File: config.mk
export PLATFORM = sky130hd
export DESIGN_NAME = eth_mac_regs
export DESIGN_NICKNAME = d
export VERILOG_FILES = /design/src/rtl/eth_mac_regs_pkg.sv /design/src/rtl/eth_sticky_flag.sv /design/src/rtl/eth_txctl_reg.sv /design/src/rtl/eth_rd_mux.sv /design/src/rtl/eth_mac_regs.sv
export SDC_FILE = /design/constraint.sdc
export NUM_CORES = 1
export LEC_CHECK = 0
export BUFFER_PORTS_ARGS = -buffer_cell sky130_fd_sc_hd__buf_2
export CAP_MARGIN = 20
export CORE_MARGIN = 2
export CORE_UTILIZATION = 42
export DETAILED_ROUTE_END_ITERATION = 8
export GPL_ROUTABILITY_DRIVEN = 0
export PLACE_DENSITY_LB_ADDON = 0.05
export SYNTH_ARGS = -nofsm -noshare
export SYNTH_HDL_FRONTEND = slang
export SYNTH_SLANG_ARGS = --single-unit
File: constraint.sdc
create_clock -name clk -period 2.78 [get_ports clk]
set_input_delay 0.278 -clock clk [delete_from_list [all_inputs] [get_ports clk]]
set_output_delay 0.278 -clock clk [all_outputs]
set_load 0.005 [all_outputs]
File: src/rtl/eth_mac_regs_pkg.sv
package eth_mac_regs_pkg;
   localparam int REG_W       = 8;
   localparam int NUM_SLOTS   = 2;
   // status bit positions
   localparam int ST_SPEED    = 7;
   localparam int ST_LINK     = 6;
   localparam int ST_WAKE     = 5;
   localparam int ST_SLOT0    = 2;   // slot n done flag at ST_SLOT0 + n
   localparam int ST_OVF      = 1;
   // writable bits of the transmit control register
   localparam logic [REG_W-1:0] TXC_WMASK = 8'h7E;
endpackage

File: src/rtl/eth_sticky_flag.sv
module eth_sticky_flag
   import eth_mac_regs_pkg::*;
#(
   parameter bit KEEP_ON_SOFT = 1'b0
) (
   input  logic clk,
   input  logic por_n,
   input  logic soft_rst,
   input  logic set_i,
   input  logic clr_i,
   output logic flag_o
);

   generate
      if (KEEP_ON_SOFT) begin : g_keep
         always_ff @(posedge clk or negedge por_n) begin
            if (!por_n)      flag_o <= 1'b0;
            else if (set_i)  flag_o <= 1'b1;
            else if (clr_i)  flag_o <= 1'b0;
         end

         soft_keep_chk: assert property (@(posedge clk) disable iff (!por_n)
            (soft_rst && !set_i && !clr_i) |=> $stable(flag_o));
      end else begin : g_soft
         always_ff @(posedge clk or negedge por_n) begin
            if (!por_n)        flag_o <= 1'b0;
            else if (soft_rst) flag_o <= 1'b0;
            else if (set_i)    flag_o <= 1'b1;
            else if (clr_i)    flag_o <= 1'b0;
         end

         soft_clear_chk: assert property (@(posedge clk) disable iff (!por_n)
            soft_rst |=> !flag_o);
      end
   endgenerate


   set_wins_chk: assert property (@(posedge clk) disable iff (!por_n)
      (set_i && (KEEP_ON_SOFT || !soft_rst)) |=> flag_o);

   clear_chk: assert property (@(posedge clk) disable iff (!por_n)
      (clr_i && !set_i) |=> !flag_o);

   rise_cause_chk: assert property (@(posedge clk) disable iff (!por_n)
      $rose(flag_o) |-> $past(set_i));

endmodule

File: src/rtl/eth_txctl_reg.sv
module eth_txctl_reg
   import eth_mac_regs_pkg::*;
#(
   parameter int               W     = REG_W,
   parameter logic [W-1:0]     WMASK = TXC_WMASK
) (
   input  logic         clk,
   input  logic         por_n,
   input  logic         soft_rst,
   input  logic         we,
   input  logic [W-1:0] wdata,
   output logic [W-1:0] q
);

   always_ff @(posedge clk or negedge por_n) begin
      if (!por_n)        q <= '0;
      else if (soft_rst) q <= '0;
      else if (we)       q <= wdata & WMASK;
   end


   txc_hold_chk: assert property (@(posedge clk) disable iff (!por_n)
      (!we && !soft_rst) |=> $stable(q));

   txc_soft_chk: assert property (@(posedge clk) disable iff (!por_n)
      soft_rst |=> (q == '0));

endmodule

File: src/rtl/eth_rd_mux.sv
module eth_rd_mux
   import eth_mac_regs_pkg::*;
#(
   parameter int               ADDR_W    = 8,
   parameter logic [ADDR_W-1:0] STAT_ADDR = 'h01,
   parameter logic [ADDR_W-1:0] TXC_ADDR  = 'h02
) (
   input  logic [ADDR_W-1:0] addr,
   input  logic [REG_W-1:0]  stat,
   input  logic [REG_W-1:0]  txc,
   output logic [REG_W-1:0]  rdata
);

   always_comb begin
      unique case (1'b1)
         (addr == STAT_ADDR): rdata = stat;
         (addr == TXC_ADDR):  rdata = txc;
         default:             rdata = '0;
      endcase
   end

endmodule

File: src/rtl/eth_mac_regs.sv
module eth_mac_regs
   import eth_mac_regs_pkg::*;
#(
   parameter int                ADDR_W    = 8,
   parameter logic [ADDR_W-1:0] STAT_ADDR = 'h01,
   parameter logic [ADDR_W-1:0] TXC_ADDR  = 'h02
) (
   input  logic                 clk,
   input  logic                 por_n,
   input  logic                 soft_rst,
   input  logic [ADDR_W-1:0]    addr,
   input  logic [REG_W-1:0]     wdata,
   input  logic                 wr_en,
   input  logic                 rd_en,
   output logic [REG_W-1:0]     rdata,
   input  logic                 phy_speed_10,
   input  logic                 phy_link_ok,
   input  logic                 rx_fifo_ovf,
   input  logic                 ev_wake,
   input  logic [NUM_SLOTS-1:0] ev_tx_done,
   output logic                 tx_jabber_dis,
   output logic                 tx_excol_retry,
   output logic                 tx_pad_dis2,
   output logic                 tx_crc_dis2,
   output logic                 tx_pad_dis1,
   output logic                 tx_crc_dis1
);

   // elaboration-time configuration checks
   generate
      if (ADDR_W < 2) begin : g_bad_width
         $error("eth_mac_regs: ADDR_W must be at least 2");
      end
      if (STAT_ADDR == TXC_ADDR) begin : g_bad_map
         $error("eth_mac_regs: register addresses must differ");
      end
      if (ST_SLOT0 + NUM_SLOTS > ST_WAKE - 1) begin : g_bad_slots
         $error("eth_mac_regs: slot flags overlap the wakeup field");
      end
   endgenerate

   logic stat_hit, txc_hit, stat_rd, stat_wr;
   logic wake_q;
   logic [NUM_SLOTS-1:0] done_q;
   logic [REG_W-1:0] stat_v, txc_q;

   assign stat_hit = (addr == STAT_ADDR);
   assign txc_hit  = (addr == TXC_ADDR);
   assign stat_rd  = rd_en & stat_hit;
   assign stat_wr  = wr_en & stat_hit;

   eth_sticky_flag #(.KEEP_ON_SOFT(1'b1)) u_wake (
      .clk(clk), .por_n(por_n), .soft_rst(soft_rst),
      .set_i(ev_wake), .clr_i(stat_rd | (stat_wr & wdata[ST_WAKE])),
      .flag_o(wake_q)
   );

   generate
      for (genvar s = 0; s < NUM_SLOTS; s++) begin : g_slot
         eth_sticky_flag #(.KEEP_ON_SOFT(1'b0)) u_done (
            .clk(clk), .por_n(por_n), .soft_rst(soft_rst),
            .set_i(ev_tx_done[s]),
            .clr_i(stat_rd | (stat_wr & wdata[ST_SLOT0+s])),
            .flag_o(done_q[s])
         );
      end
   endgenerate

   always_comb begin
      stat_v                                = '0;
      stat_v[ST_SPEED]                      = phy_speed_10;
      stat_v[ST_LINK]                       = phy_link_ok;
      stat_v[ST_WAKE]                       = wake_q;
      stat_v[ST_SLOT0 +: NUM_SLOTS]         = done_q;
      stat_v[ST_OVF]                        = rx_fifo_ovf;
   end

   eth_txctl_reg #(.W(REG_W), .WMASK(TXC_WMASK)) u_txc (
      .clk(clk), .por_n(por_n), .soft_rst(soft_rst),
      .we(wr_en & txc_hit), .wdata(wdata), .q(txc_q)
   );

   eth_rd_mux #(.ADDR_W(ADDR_W), .STAT_ADDR(STAT_ADDR), .TXC_ADDR(TXC_ADDR)) u_mux (
      .addr(addr), .stat(stat_v), .txc(txc_q), .rdata(rdata)
   );

   assign tx_jabber_dis  = txc_q[6];
   assign tx_excol_retry = txc_q[5];
   assign tx_pad_dis2    = txc_q[4];
   assign tx_crc_dis2    = txc_q[3];
   assign tx_pad_dis1    = txc_q[2];
   assign tx_crc_dis1    = txc_q[1];


   other_addr_zero_chk: assert property (@(posedge clk) disable iff (!por_n)
      (!stat_hit && !txc_hit) |-> (rdata == '0));

   stat_rsvd_chk: assert property (@(posedge clk) disable iff (!por_n)
      stat_hit |-> (rdata[4] == 1'b0 && rdata[0] == 1'b0 && rdata[1] == rx_fifo_ovf));

   link_live_chk: assert property (@(posedge clk) disable iff (!por_n)
      (stat_hit && phy_link_ok) |-> (rdata[7:6] == {phy_speed_10, 1'b1}));

   read_clears_chk: assert property (@(posedge clk) disable iff (!por_n)
      (stat_rd && !ev_wake) |=> (rdata[ST_WAKE] == 1'b0 || !stat_hit));

endmodule

### After elaboration in Yosys (flattened, before gate mapping)

Cells that the tools add are included.

| storage, ports and cells | value |
|---|---|
| output and inout bits | 14 |
| word-level logic and storage cells | 30 |
| register bits after elaboration | 11 |
| input bits | 27 |

| operators by class | value |
|---|---|
| mux-type cells | 11 |
| bitwise gates (word level) | 9 |
| reduce and logical (&&, ||, !) cells | 4 |
| equality and inequality tests | 2 |

Operator list:

| cell | count |
|---|---|
| $mux W8 | 2 |
| $pmux W8 S2 | 1 |
| $eq A8 B1 Y1 const B | 1 |
| $eq A8 B2 Y1 const B | 1 |
| $mux W1 | 8 |
| $and A1 B1 Y1 | 6 |
| $reduce_bool A3 Y1 | 2 |
| $reduce_bool A2 Y1 | 2 |
| $or A1 B1 Y1 | 3 |

### Logic depth before layout (Yosys ltp)

| depth | value |
|---|---|
| word-level depth | 7 |
| gate-level depth with buffers | 4 |
| mapped depth without buffers | 3 |

### Cells and area by module

Synthesis repeated with hierarchy kept, for this count alone.

| second synthesis, totals | value |
|---|---|
| cells, all modules | 72 |
| area total of the unflattened synthesis | 679.4 um^2 |

Modules (own cells, without submodules):

| module | instances | cells each | sequential area each (um^2) | area each (um^2) |
|---|---|---|---|---|
| eth_txctl_reg | 1 | 22 | 150.1 | 262.8 |
| eth_rd_mux | 1 | 28 | 0.0 | 225.2 |
| eth_sticky_flag (g_slot[0].u_done ...) | 2 | 4 | 25.0 | 43.8 |
| eth_mac_regs | 1 | 11 | 0.0 | 67.6 |
| eth_sticky_flag (u_wake) | 1 | 3 | 25.0 | 36.3 |

### Least setup slack after synthesis

OpenSTA, ideal clock, no wires.

| path | value |
|---|---|
| kind | input port to flip-flop |
| from | input addr[3] |
| to | register u_txc.q[1] |
| stages | 4 |
| path slack | 1.424 ns |
| arrival time | 1.226 ns |
| required time | 2.650 ns |
| path buffers | 1 |
| library setup time | 0.130 ns |
| path through | or4_1 -> buf_2 -> o31ai_1 -> a21oi_1 |

| between the ends | value |
|---|---|
| cells in the longest elaborated chain, start to end | 3 |

RTL lines:

| element | line | RTL |
|---|---|---|
| start, declared | eth_mac_regs.sv:11 | `input logic [ADDR_W-1:0] addr,` |
| $eq A8 B2 Y1 | eth_mac_regs.sv:48 | `assign txc_hit = (addr == TXC_ADDR);` |
| $and A1 B1 Y1 | eth_mac_regs.sv:80 | `.we(wr_en & txc_hit), .wdata(wdata), .q(txc_q)` |
| $reduce_bool A2 Y1 (no source line) | -- |  |
| end signal, assigned | eth_txctl_reg.sv:18 | `else if (we) q <= wdata & WMASK;` |
| end, declared | eth_txctl_reg.sv:12 | `output logic [W-1:0] q` |

No other way between the ends.
A chain may end at the register's enable or synchronous reset.

### Worst setup path in the final report

| path | value |
|---|---|
| from | input addr[3] |
| to | output rdata[7] |

| between the ends | value |
|---|---|
| cells in the longest elaborated chain, start to end | 2 |
| elaborated cells between the ends (all ways) | 3 |
| classes of those cells | 2 x eq/ne; 1 x mux |

RTL lines:

| element | line | RTL |
|---|---|---|
| $eq A8 B2 Y1 or $eq A8 B1 Y1 (tied branches) | eth_rd_mux.sv:17, eth_rd_mux.sv:16 |  |
| $pmux W8 S2 * | eth_rd_mux.sv:15 | `unique case (1'b1)` |
| end, declared | eth_mac_regs.sv:15 | `output logic [REG_W-1:0] rdata,` |

Every way passes the cells marked *; elsewhere a longest branch is shown, timed or not.

==> results.txt <==
Synthesis produced a netlist whose cell count is 68. Setup repair after global routing left no endpoint under its margin. At the worst endpoint, the arrival time is 1.41 ns.

The completed layout was analyzed and its total power is 0.287 mW. After routing, the total negative slack on setup checks comes to 0 ns. Clock skew on the completed layout was measured at 0 ns. In this run the worst path has a maximum fanout of 8. Broken down by cell family, the worst path's largest delay share belongs to simple AND/OR/NAND/NOR gates.

By startpoint and endpoint, the worst setup path is classified as in2out. The worst path meets setup with 1.09 ns of slack. The routed layout has 661 vias. The maximum clock path buffer count was 2.

In the layout the commonest cells are sky130_fd_sc_hd__buf_2 (37), sky130_fd_sc_hd__nor2_1 (13), sky130_fd_sc_hd__a21oi_1 (10), sky130_fd_sc_hd__dfrtp_1 (9). For the internal cell power, the log shows 0.209 mW. The via count of the first global-routing pass is 529, and the cell row count is 13. The tools report the initial cell density of the core as 0.450. In this run the mean area of a mapped cell was 8.61 sq um. STA puts the critical path data required time at 2.50 ns. In this run the critical register-to-register path is launched from u_txc.q[6]. The analysis attributes to cell leakage a power of 0.376 nW. The number of setup buffers added after CTS came out at 0.

During I/O placement, the number of pins put on the boundary was 41. For this run, the slowest stage of the critical path takes 0.47 ns. The logs give 4 for the first-pass iteration count of the detailed router and 1710 sq um for the overall die area.

Initial antenna violation count: 0. After clock tree synthesis, the clock-pin slew on the worst setup and hold paths is 0.07 ns. Gates resized during post-CTS repair numbered 0. The number of input and output port buffers inserted works out to 37. Together, buffers and inverters on the worst path number 2. Derived from the worst setup path, the maximum achievable clock frequency is 592 MHz.

The classification of the worst-slack hold path is in2reg. For the worst-skew pair, the clock arrives at the later sink with an insertion delay of 0.26 ns. The cell depth of the worst hold path is 3, and the power per unit of standard cell area is 365 nW/um^2. For the pre-CTS setup slack, the log shows 1.10 ns. Final routed wire length divided by cell count: 13.4 microns. The relative contribution of the clock network to total power was 0.367; the minimum clock period after layout was 1.69 ns. The run finished with clean final reports.

The horizontal die dimension was 41.3 microns. The tools report the remaining antenna violation count as 0. The setup check on the worst reg-to-reg path leaves a slack of 2.04 ns.

IR analysis of the VDD net gives a maximum drop of 0.000254 V. In this run the critical register-to-register path is captured at u_txc.q[6]. The sequential share of the synthesized area is 0.385.

The number of nets in the synthesized netlist is 95, and the cell count of the worst reg-to-reg path is 2. The share of the cycle needed by the critical path after routing was 0.608. The mapped cell area was 586 sq um. The number of pins with negative max-slew slack in the final report was 0; the setup violation total in the final timing report was 0. The slowest stage of the critical path belongs to the cell sky130_fd_sc_hd__nor4_4. Summed over all nets, the switching power comes to 0.0783 mW.

The tools report the endpoint type of the worst setup path as an output port. Wire length of the first global-routing pass: 2240 microns. For the post-route core utilization, the log shows 0.605. The tool flagged a number of max-cap violations equal to 0. The hold path startpoint is wdata[4]. Leaving out fill and tap cells, the most frequent cell in the layout is sky130_fd_sc_hd__buf_2. The path with the worst hold slack has its endpoint at u_txc.q[4]. The cell with the most instances on the worst path was sky130_fd_sc_hd__buf_2. The number of levels in the clock H-tree was 1; the number of antenna diodes was 0. Measured along the y axis, the die boundary spans 41.3 microns. After the first detailed-routing iteration, the DRC count stood at 21. After detailed routing, the number of remaining DRC violations is 0. The total area inside the core boundary comes to 1300 sq um. The net switching share of the total power was 0.272; the number of failing hold endpoints at the final stage was 0. For this run, the number of Yosys warnings is 0. The run gives 0.468 as the portion of total power attributed to sequential cells. Clock tree synthesis inserted a total of 3 buffers.

The proportion of layout cells with a drive suffix above 1 is 0.400. TritonCTS built the clock tree. The distinct cell type count after synthesis was 22.

The portion of total power attributed to combinational logic is 0.166, and the placed wire-length estimate is 1270 microns. The area growth from synthesis to layout is 34.4%, and the largest net degree at the start of global routing is 10. The tools report the type of origin of the critical path as an input port.

Traced cell by cell, the critical path runs through buf_2 -> nor4_4 -> and3_1 -> and2_1 -> buf_2. The number of register bits inferred by synthesis works out to 9. Summed over all layers, the routed wires come to 1600 microns. The clock drives 9 sinks. Global routing finished with a remaining overflow of 0. The tree is rooted in a sky130_fd_sc_hd__clkbuf_4. Using the TritonRoute via totals, the vias-per-cell ratio works out to 5.51. After the last flow step, the layout net total stands at 133. The all-layer global routing usage was 0.204.
area by class of cell:
type / instances / area, sq um
clock buffers: 4 / 26.3
fillers: 128 / 514
multi-input cells: 54 / 322
flip-flops and latches: 9 / 225
well taps: 15 / 18.8
repair buffers: 38 / 195
worst register-to-register path, delay by kind of cell (launching register included):
kind,cells,cell delay (ns)
AOI/OAI and AO/OA,2,0.27
DFF,1,0.39
sequential cells by signal, summed over array words and instances, names as in the netlist:
register	count
g_slot.u_done.flag_o	2
u_txc.q	6
u_wake.flag_o	1
worst max path at each step:
| stage | start | to | cells after the start | slack, ns |
|---|---|---|---|---|
| final | addr[3] | rdata[7] | 5 | 1.09 |
| after global routing | addr[3] | rdata[6] | 5 | 0.96 |
| after CTS | addr[3] | rdata[7] | 5 | 1.10 |
| after detailed placement | addr[3] | rdata[7] | 5 | 1.10 |
| after global placement | addr[3] | rdata[7] | 5 | 1.11 |
| after floorplan | addr[3] | u_txc.q[1] | 4 | 1.42 |
per-stage QoR:
stage	area, sq um	cells	hold slack, ns
floorplan	586	68	-0.0176
global placement	751	115	0.144
detailed placement	751	115	0.147
CTS	787	120	0.275
global route	787	120	0.278
finish	787	120	0.269
cells by family after synthesis:
family | share of synthesized area
and+or+nand+nor | 0.291
AOI/OAI and AO/OA | 0.252
DFF | 0.385
buffers and inverters | 0.0662
other | 0.00640
cells in the mapped netlist:
| master | instances | share of area |
|---|---|---|
| sky130_fd_sc_hd__o31ai_1 | 6 | 0.077 |
| sky130_fd_sc_hd__dlymetal6s4s_1 | 1 | 0.021 |
| sky130_fd_sc_hd__nand2_1 | 2 | 0.013 |
| sky130_fd_sc_hd__or2_2 | 1 | 0.011 |
| sky130_fd_sc_hd__dfrtp_1 | 9 | 0.38 |
| sky130_fd_sc_hd__buf_4 | 1 | 0.013 |
| sky130_fd_sc_hd__nor2_1 | 13 | 0.083 |
| sky130_fd_sc_hd__or4_1 | 1 | 0.013 |
| sky130_fd_sc_hd__a22oi_1 | 5 | 0.064 |
| sky130_fd_sc_hd__nand4_1 | 6 | 0.064 |
| sky130_fd_sc_hd__buf_2 | 1 | 0.0085 |
| sky130_fd_sc_hd__nand3b_1 | 1 | 0.013 |
| sky130_fd_sc_hd__clkbuf_1 | 1 | 0.0064 |
| sky130_fd_sc_hd__and2_1 | 1 | 0.011 |
| sky130_fd_sc_hd__a21oi_1 | 10 | 0.085 |
| sky130_fd_sc_hd__a211oi_1 | 2 | 0.026 |
| sky130_fd_sc_hd__nor2b_1 | 2 | 0.021 |
| sky130_fd_sc_hd__nor4_4 | 1 | 0.036 |
| sky130_fd_sc_hd__conb_1 | 1 | 0.0064 |
| sky130_fd_sc_hd__and3_1 | 1 | 0.011 |
| sky130_fd_sc_hd__and3b_1 | 1 | 0.015 |
| sky130_fd_sc_hd__clkdlybuf4s25_2 | 1 | 0.017 |
metal layers:
metal  track usage  wire length, microns
met2         0.340                   752
met1         0.266                   710
met3        0.0479                   142
met4        0.0484                     0
met5             0                     0
power by group through the flow:
stage / clock (mW) / combinational (mW) / sequential [mW]
3_5_place_dp: 0 / 0.0466 / 0.137
6_report: 0.105 / 0.0477 / 0.134
3_3_place_gp: 0 / 0.0458 / 0.137
5_1_grt: 0.111 / 0.0532 / 0.135
2_1_floorplan: 0 / 0.0219 / 0.136
4_1_cts: 0.105 / 0.0478 / 0.134
timing repair:
| action | 4_1_cts | 5_1_grt |
|---|---|---|
| hold endpoints to repair | 9 | 0 |
| hold buffers | 1 | 0 |
| setup endpoints to repair | 0 | 0 |
No activity file was read; power rests on OpenSTA's default activity.
